`src/rtl/gss_pkg.sv`:
```
package gss_pkg;

  typedef enum logic [2:0] {
    S_IDLE      = 3'd0,
    S_FETCH     = 3'd1,
    S_CONVERT   = 3'd2,
    S_WAIT_DONE = 3'd3,
    S_COMPLETE  = 3'd4,
    S_PAUSED    = 3'd5
  } seq_state_t;

endpackage

```
`src/rtl/gss_gate_sync.sv`:
```
module gss_gate_sync #(
  parameter int STAGES = 2
) (
  input  logic clk,
  input  logic rst,
  input  logic d,
  output logic q
);

  logic [STAGES-1:0] sh;

  generate
    if (STAGES == 1) begin : g_one
      always_ff @(posedge clk) begin
        if (rst) sh <= '0;
        else     sh <= d;
      end
    end else begin : g_many
      always_ff @(posedge clk) begin
        if (rst) sh <= '0;
        else     sh <= {sh[STAGES-2:0], d};
      end
    end
  endgenerate

  assign q = sh[STAGES-1];

endmodule

```
`src/rtl/gss_cmd_table.sv`:
```
module gss_cmd_table #(
  parameter int DEPTH = 64,
  parameter int WIDTH = 7,
  localparam int AW   = $clog2(DEPTH)
) (
  input  logic             clk,
  input  logic             we,
  input  logic [AW-1:0]    waddr,
  input  logic [WIDTH-1:0] wdata,
  input  logic [AW-1:0]    raddr,
  output logic [WIDTH-1:0] rdata
);

  logic [WIDTH-1:0] mem [DEPTH];

  always_ff @(posedge clk) begin
    if (we) mem[waddr] <= wdata;
  end

  always_ff @(posedge clk) begin
    rdata <= mem[raddr];
  end

endmodule

```
`src/rtl/gss_seq_fsm.sv`:
```
module gss_seq_fsm
  import gss_pkg::*;
#(
  parameter int DEPTH  = 64,
  parameter int CHAN_W = 6,
  localparam int IDX_W = $clog2(DEPTH),
  localparam int CMD_W = CHAN_W + 1
) (
  input  logic              clk,
  input  logic              rst,
  input  logic              en_set,
  input  logic              clr_done,
  input  logic              clr_pause,
  input  logic              gate_s,
  input  logic              conv_done,
  input  logic [CMD_W-1:0]  rd_word,
  output logic [IDX_W-1:0]  rd_addr,
  output logic              conv_req,
  output logic [CHAN_W-1:0] conv_chan,
  output logic              scan_en,
  output logic              done_flag,
  output logic              pause_flag,
  output logic [IDX_W-1:0]  last_ptr
);

  localparam logic [CHAN_W-1:0] EOQ_CODE = '1;
  localparam logic [IDX_W-1:0]  LAST_IDX = IDX_W'(DEPTH - 1);

  seq_state_t        state;
  logic [IDX_W-1:0]  idx;
  logic [CHAN_W-1:0] rd_chan;
  logic              rd_pause;
  logic              rd_eoq;

  assign rd_chan  = rd_word[CHAN_W-1:0];
  assign rd_pause = rd_word[CHAN_W];
  assign rd_eoq   = (rd_chan == EOQ_CODE);
  assign rd_addr  = idx;

  always_ff @(posedge clk) begin
    if (rst) begin
      state      <= S_IDLE;
      idx        <= '0;
      scan_en    <= 1'b0;
      done_flag  <= 1'b0;
      pause_flag <= 1'b0;
      last_ptr   <= '0;
      conv_req   <= 1'b0;
      conv_chan  <= '0;
    end else begin
      if (clr_done)  done_flag  <= 1'b0;
      if (clr_pause) pause_flag <= 1'b0;
      case (state)
        S_IDLE: begin
          if (en_set) scan_en <= 1'b1;
          if (scan_en && gate_s && !pause_flag) begin
            idx   <= '0;
            state <= S_FETCH;
          end
        end
        S_FETCH: state <= S_CONVERT;
        S_CONVERT: begin
          if (rd_eoq) begin
            state <= S_COMPLETE;
          end else begin
            conv_req  <= 1'b1;
            conv_chan <= rd_chan;
            state     <= S_WAIT_DONE;
          end
        end
        S_WAIT_DONE: begin
          if (conv_done) begin
            conv_req <= 1'b0;
            last_ptr <= idx;
            if (idx == LAST_IDX) begin
              state <= S_COMPLETE;
            end else if (!gate_s) begin
              state <= S_PAUSED;
            end else begin
              idx   <= idx + IDX_W'(1);
              state <= S_FETCH;
            end
          end
        end
        S_COMPLETE: begin
          done_flag <= 1'b1;
          scan_en   <= 1'b0;
          state     <= S_IDLE;
        end
        S_PAUSED: begin
          pause_flag <= 1'b1;
          scan_en    <= 1'b0;
          state      <= S_IDLE;
        end
        default: state <= S_IDLE;
      endcase
    end
  end

  // request held with a stable channel until the converter answers
  a_r4_req_hold: assert property (@(posedge clk) disable iff (rst)
    (conv_req && !conv_done) |=> (conv_req && $stable(conv_chan)));

  // no conversion is requested unless the scan is armed
  a_r2_req_needs_en: assert property (@(posedge clk) disable iff (rst)
    conv_req |-> scan_en);

  // the pointer only moves after a finished conversion
  a_r9_ptr_on_done: assert property (@(posedge clk) disable iff (rst)
    !$stable(last_ptr) |-> $past(conv_done));

  // completion disarms the scan in the same cycle
  a_r5_done_disarms: assert property (@(posedge clk) disable iff (rst)
    $rose(done_flag) |-> !scan_en);

  // a pause follows a finished conversion that saw the gate low
  a_r7_pause_cause: assert property (@(posedge clk) disable iff (rst)
    $rose(pause_flag) |-> (!scan_en && $past(conv_done, 2) && !$past(gate_s, 2)));

  // a command carrying the pause bit still converts
  a_r8_pause_bit_ignored: assert property (@(posedge clk) disable iff (rst)
    (state == S_CONVERT && rd_pause && !rd_eoq) |=> conv_req);

endmodule

```
`src/rtl/gated_scan_seq.sv`:
```
module gated_scan_seq #(
  parameter int DEPTH       = 64,
  parameter int CHAN_W      = 6,
  parameter int SYNC_STAGES = 2,
  localparam int IDX_W      = $clog2(DEPTH),
  localparam int CMD_W      = CHAN_W + 1
) (
  input  logic              clk,
  input  logic              rst,
  input  logic              en_set,
  input  logic              clr_done,
  input  logic              clr_pause,
  input  logic              gate_in,
  input  logic              tbl_we,
  input  logic [IDX_W-1:0]  tbl_waddr,
  input  logic [CMD_W-1:0]  tbl_wdata,
  output logic              conv_req,
  output logic [CHAN_W-1:0] conv_chan,
  input  logic              conv_done,
  output logic              scan_en,
  output logic              done_flag,
  output logic              pause_flag,
  output logic [IDX_W-1:0]  last_ptr
);

  logic             gate_s;
  logic [IDX_W-1:0] rd_addr;
  logic [CMD_W-1:0] rd_word;

  gss_gate_sync #(.STAGES(SYNC_STAGES)) u_sync (
    .clk (clk),
    .rst (rst),
    .d   (gate_in),
    .q   (gate_s)
  );

  gss_cmd_table #(.DEPTH(DEPTH), .WIDTH(CMD_W)) u_tbl (
    .clk   (clk),
    .we    (tbl_we),
    .waddr (tbl_waddr),
    .wdata (tbl_wdata),
    .raddr (rd_addr),
    .rdata (rd_word)
  );

  gss_seq_fsm #(.DEPTH(DEPTH), .CHAN_W(CHAN_W)) u_fsm (
    .clk        (clk),
    .rst        (rst),
    .en_set     (en_set),
    .clr_done   (clr_done),
    .clr_pause  (clr_pause),
    .gate_s     (gate_s),
    .conv_done  (conv_done),
    .rd_word    (rd_word),
    .rd_addr    (rd_addr),
    .conv_req   (conv_req),
    .conv_chan  (conv_chan),
    .scan_en    (scan_en),
    .done_flag  (done_flag),
    .pause_flag (pause_flag),
    .last_ptr   (last_ptr)
  );

endmodule

```
`config.mk`:
```
export PLATFORM = sky130hd
export DESIGN_NAME = gated_scan_seq
export DESIGN_NICKNAME = d
export VERILOG_FILES = /design/src/rtl/gss_pkg.sv /design/src/rtl/gss_gate_sync.sv /design/src/rtl/gss_cmd_table.sv /design/src/rtl/gss_seq_fsm.sv /design/src/rtl/gated_scan_seq.sv
export SDC_FILE = /design/constraint.sdc
export NUM_CORES = 1
export LEC_CHECK = 0
export BUFFER_PORTS_ARGS = -buffer_cell sky130_fd_sc_hd__clkbuf_2
export CORE_MARGIN = 2
export CORE_UTILIZATION = 62
export CTS_CLUSTER_DIAMETER = 200
export DETAILED_ROUTE_END_ITERATION = 10
export PLACE_DENSITY = 0.79
export SKIP_LAST_GASP = 1
export SYNTH_ARGS = -nofsm -noshare
export SYNTH_HDL_FRONTEND = slang
export SYNTH_SLANG_ARGS = --single-unit
```
`constraint.sdc`:
```
create_clock -name clk -period 2.4 [get_ports clk]
set_clock_uncertainty 0.1 [all_clocks]
set_input_delay 0.48 -clock clk [delete_from_list [all_inputs] [get_ports clk]]
set_output_delay 0.48 -clock clk [all_outputs]
set_load 0.005 [all_outputs]
```
==> impl_metrics.ini <==
[global_routing]
grt_max_degree = 65
antenna_found_initial = 1
overflow = 0
grt_pass1_wl_um = 55600
globalRouteTotalUtil_pct = 26.9
grt_pass1_vias = 9194

[synthesis]
yosys-top-cells-area = edfxtp_1, mux4_2, mux2i_1
synthTopCellsByCount = edfxtp_1, nor2_1, mux2i_1
synth-compound-area-share_pct = 4.57
muxShareOfSynthArea_pct = 13.8
synth-simple-area-share_pct = 5.02
synth_xor_area_share_pct = 0.266
synth_top_family_by_area = multiplexers
ys_dominant_reg_cell = edfxtp_1
syn-cell-area_sq_mm = 0.0164
synth_cell_type_count = 51
yosysWarnings = 0
synth-seq-cells = 417
synth-edff-count = 384
syn_area_per_cell_sq_um = 18.2
syn_inst = 901
postSynth.asyncResetShare_pct = 0
yosys.area.top_type = edfxtp_1
synth_nets = 923
ys_seq_area_share_pct = 74.2
synth_top_area_share_pct = 70.1
yosysMostFrequentCell = edfxtp_1
synth_fa_ha_area_share_pct = 0.0761

[placement]
place_area_sq_mm = 0.0177
dpl.hpwl_um = 22200
port-buffer-count = 35
place_congestion = 0.887

[worst_setup_path]
slowest_delay_ps = 560
cp_data_required_time_ps = 2690
crit_type = flip-flop to flip-flop
critPathArrivalTime_ps = 2710
crit_fanout = 23
crit_slowest_cell = a211oi_1
timing.critical_path.cells = buf_12 -> buf_12 -> mux4_2 -> a211oi_1 -> a22o_1 -> a211oi_1
start_kind = flip-flop
cp-end-kind = flip-flop

[cells_and_area]
final_area_sq_mm = 0.0191
final_util_pct = 73.4
layout.nets = 1077
syn2layout_area_growth_pct = 16.3
drive_gt1_share_pct = 26.3

[clock_network]
clock-sinks = 417
cts_root_buf = clkbuf_16
cts_tree = done
clk_pin_slew_ps = 60
worstSkewPairLatency_ps = 530
ctsHoldBuffers = 0
cts_made_buffers = 41
clk_path_buf_depth = 3
h-tree-depth = 2

[power_and_ir_drop]
p_int_mw = 12.2
power_mw = 15.1
peakVddDrop_mv = 0.717
leakage_nw = 6.14
power_density_mw_per_mm2 = 788
comb_power_share_pct = 3.2
clkPwrFrac_pct = 43.5
switchingPower_mw = 2.91
p_sw_share_pct = 19.3
seqPwrFrac_pct = 53.3

[sta]
report.final.slew_viol_count = 0
hold_viol = 0
period_minus_slack_ps = 2420
rsz0062_at_grt = false
relSlewSlack_pct = 52.0
worst_pin_slew_ps = 720
fin_ws_ps = -17.0
fin_setup_tns_ps = -17.0
fin_crit_sh_pct = 101
setup_viol = 1
fmax_mhz = 414

[drt]
routedWlPerCell_um = 26.1
wl_um = 37100
drcViolationCount = 0
num_vias = 9186
dr.first_iter.drc_count = 1119
drt_pass1_iterations = 5
ant_nets = 0
avgViaCountPerCell = 6.46

[run_status]
status = finished, violations left
violations = setup timing

[floorplan]
die_y_um = 167
start_util_pct = 63.1
die_w_um = 167
die_area_sq_mm = 0.0278
core_area_sq_mm = 0.0261
fp-row-count = 59
io_pins = 37

[min_path]
worstHoldPathType = input port to flip-flop

[job]
cap_violations = 0
==> area by class of cell <==
| class | instances | area (sq um) |
|---|---|---|
| flip-flops and latches | 417 | 12200 |
| fillers | 1458 | 6930 |
| diodes | 1 | 2.50 |
| well taps | 335 | 419 |
| multi-input cells | 431 | 3890 |
| clock inverters | 23 | 305 |
| inverters | 4 | 15.0 |
| clock buffers | 50 | 1060 |
| repair buffers | 160 | 1230 |
==> per-stage QoR <==
step	hold WS (ps)	instances	setup WS (ps)
finish	77.9	1421	-17.0
global route	103	1421	6.78
CTS	67.2	1415	9.02
detailed placement	352	1341	2.85
global placement	345	1341	6.89
floorplan	314	901	369
==> cell usage in the layout (no fill, tap or decap), types with 11 or more instances in the layout <==
cell type,synthesis,routed
clkbuf_16,0,41
a21oi_1,26,26
edfxtp_1,384,384
mux2i_1,67,67
mux4_2,60,60
clkbuf_2,1,35
o221ai_1,17,17
nor2_1,90,90
nor2b_1,16,16
a211oi_1,14,14
nand2_1,35,35
nand3_1,11,11
buf_4,5,115
dfxtp_1,33,30
==> layer usage <==
metal	share of wire [%]	up-vias	track usage [%]
met5	0	-	0
met4	3.7	0	10.5
met3	8.5	109	3.83
met2	50	508	44.5
met1	38	4633	36.8
li1	-	3936	-
==> state kept, by name, indices dropped and copies added, names as in the netlist <==
register	count
u_fsm.conv_chan	6
u_fsm.conv_req	1
u_fsm.done_flag	1
u_fsm.last_ptr	6
u_fsm.pause_flag	1
u_fsm.rd_addr	6
u_fsm.scan_en	1
u_fsm.state	3
u_sync.sh	2
u_tbl.mem	384
u_tbl.rdata	6
==> path summary, 6_finish.rpt <==
check                           slack, ps  cells past startpoint         startpoint                 to
worst max-delay path                  -20                      6   u_fsm.rd_addr[0]     u_tbl.rdata[4]
worst min register to register        360                      2  u_fsm.last_ptr[4]  u_fsm.last_ptr[4]
worst min-delay path                   80                      2            gate_in       u_sync.sh[0]
worst max register to register        -20                      6   u_fsm.rd_addr[0]     u_tbl.rdata[4]
==> cells by family after synthesis <==
| logic type | after synthesis |
|---|---|
| DFF | 417 |
| and+or+nand+nor | 182 |
| muxes | 139 |
| AOI/OAI and AO/OA | 104 |
| buffers and inverters | 53 |
| xor gates and xnor gates | 5 |
| adders and majority gates | 1 |
==> worst max-delay path, delay by kind of cell (launching register included) <==
family	cells	cell delay, ps
flip-flops	1	460
AO/OA/AOI/OAI	3	860
buffers and inverters	2	320
multiplexers	1	530
==> power by group through the flow <==
stage / logic, mW / registers, mW / clock network, mW
3_5_place_dp: 0.454 / 8.20 / 0
2_1_floorplan: 0.240 / 8.17 / 0
5_1_grt: 0.510 / 8.04 / 6.90
6_report: 0.475 / 8.04 / 6.56
4_1_cts: 0.463 / 8.04 / 6.60
3_3_place_gp: 0.438 / 8.19 / 0
==> repair_timing <==
| action | in CTS | in global routing |
|---|---|---|
| hold endpoints to repair | 0 | 0 |
| setup endpoints to repair | 4 | 8 |
| buffers inserted | 1 | 5 |
| resized for setup | 0 | 1 |
| pin swaps | 0 | 0 |
(Power assumes the default switching activity.)
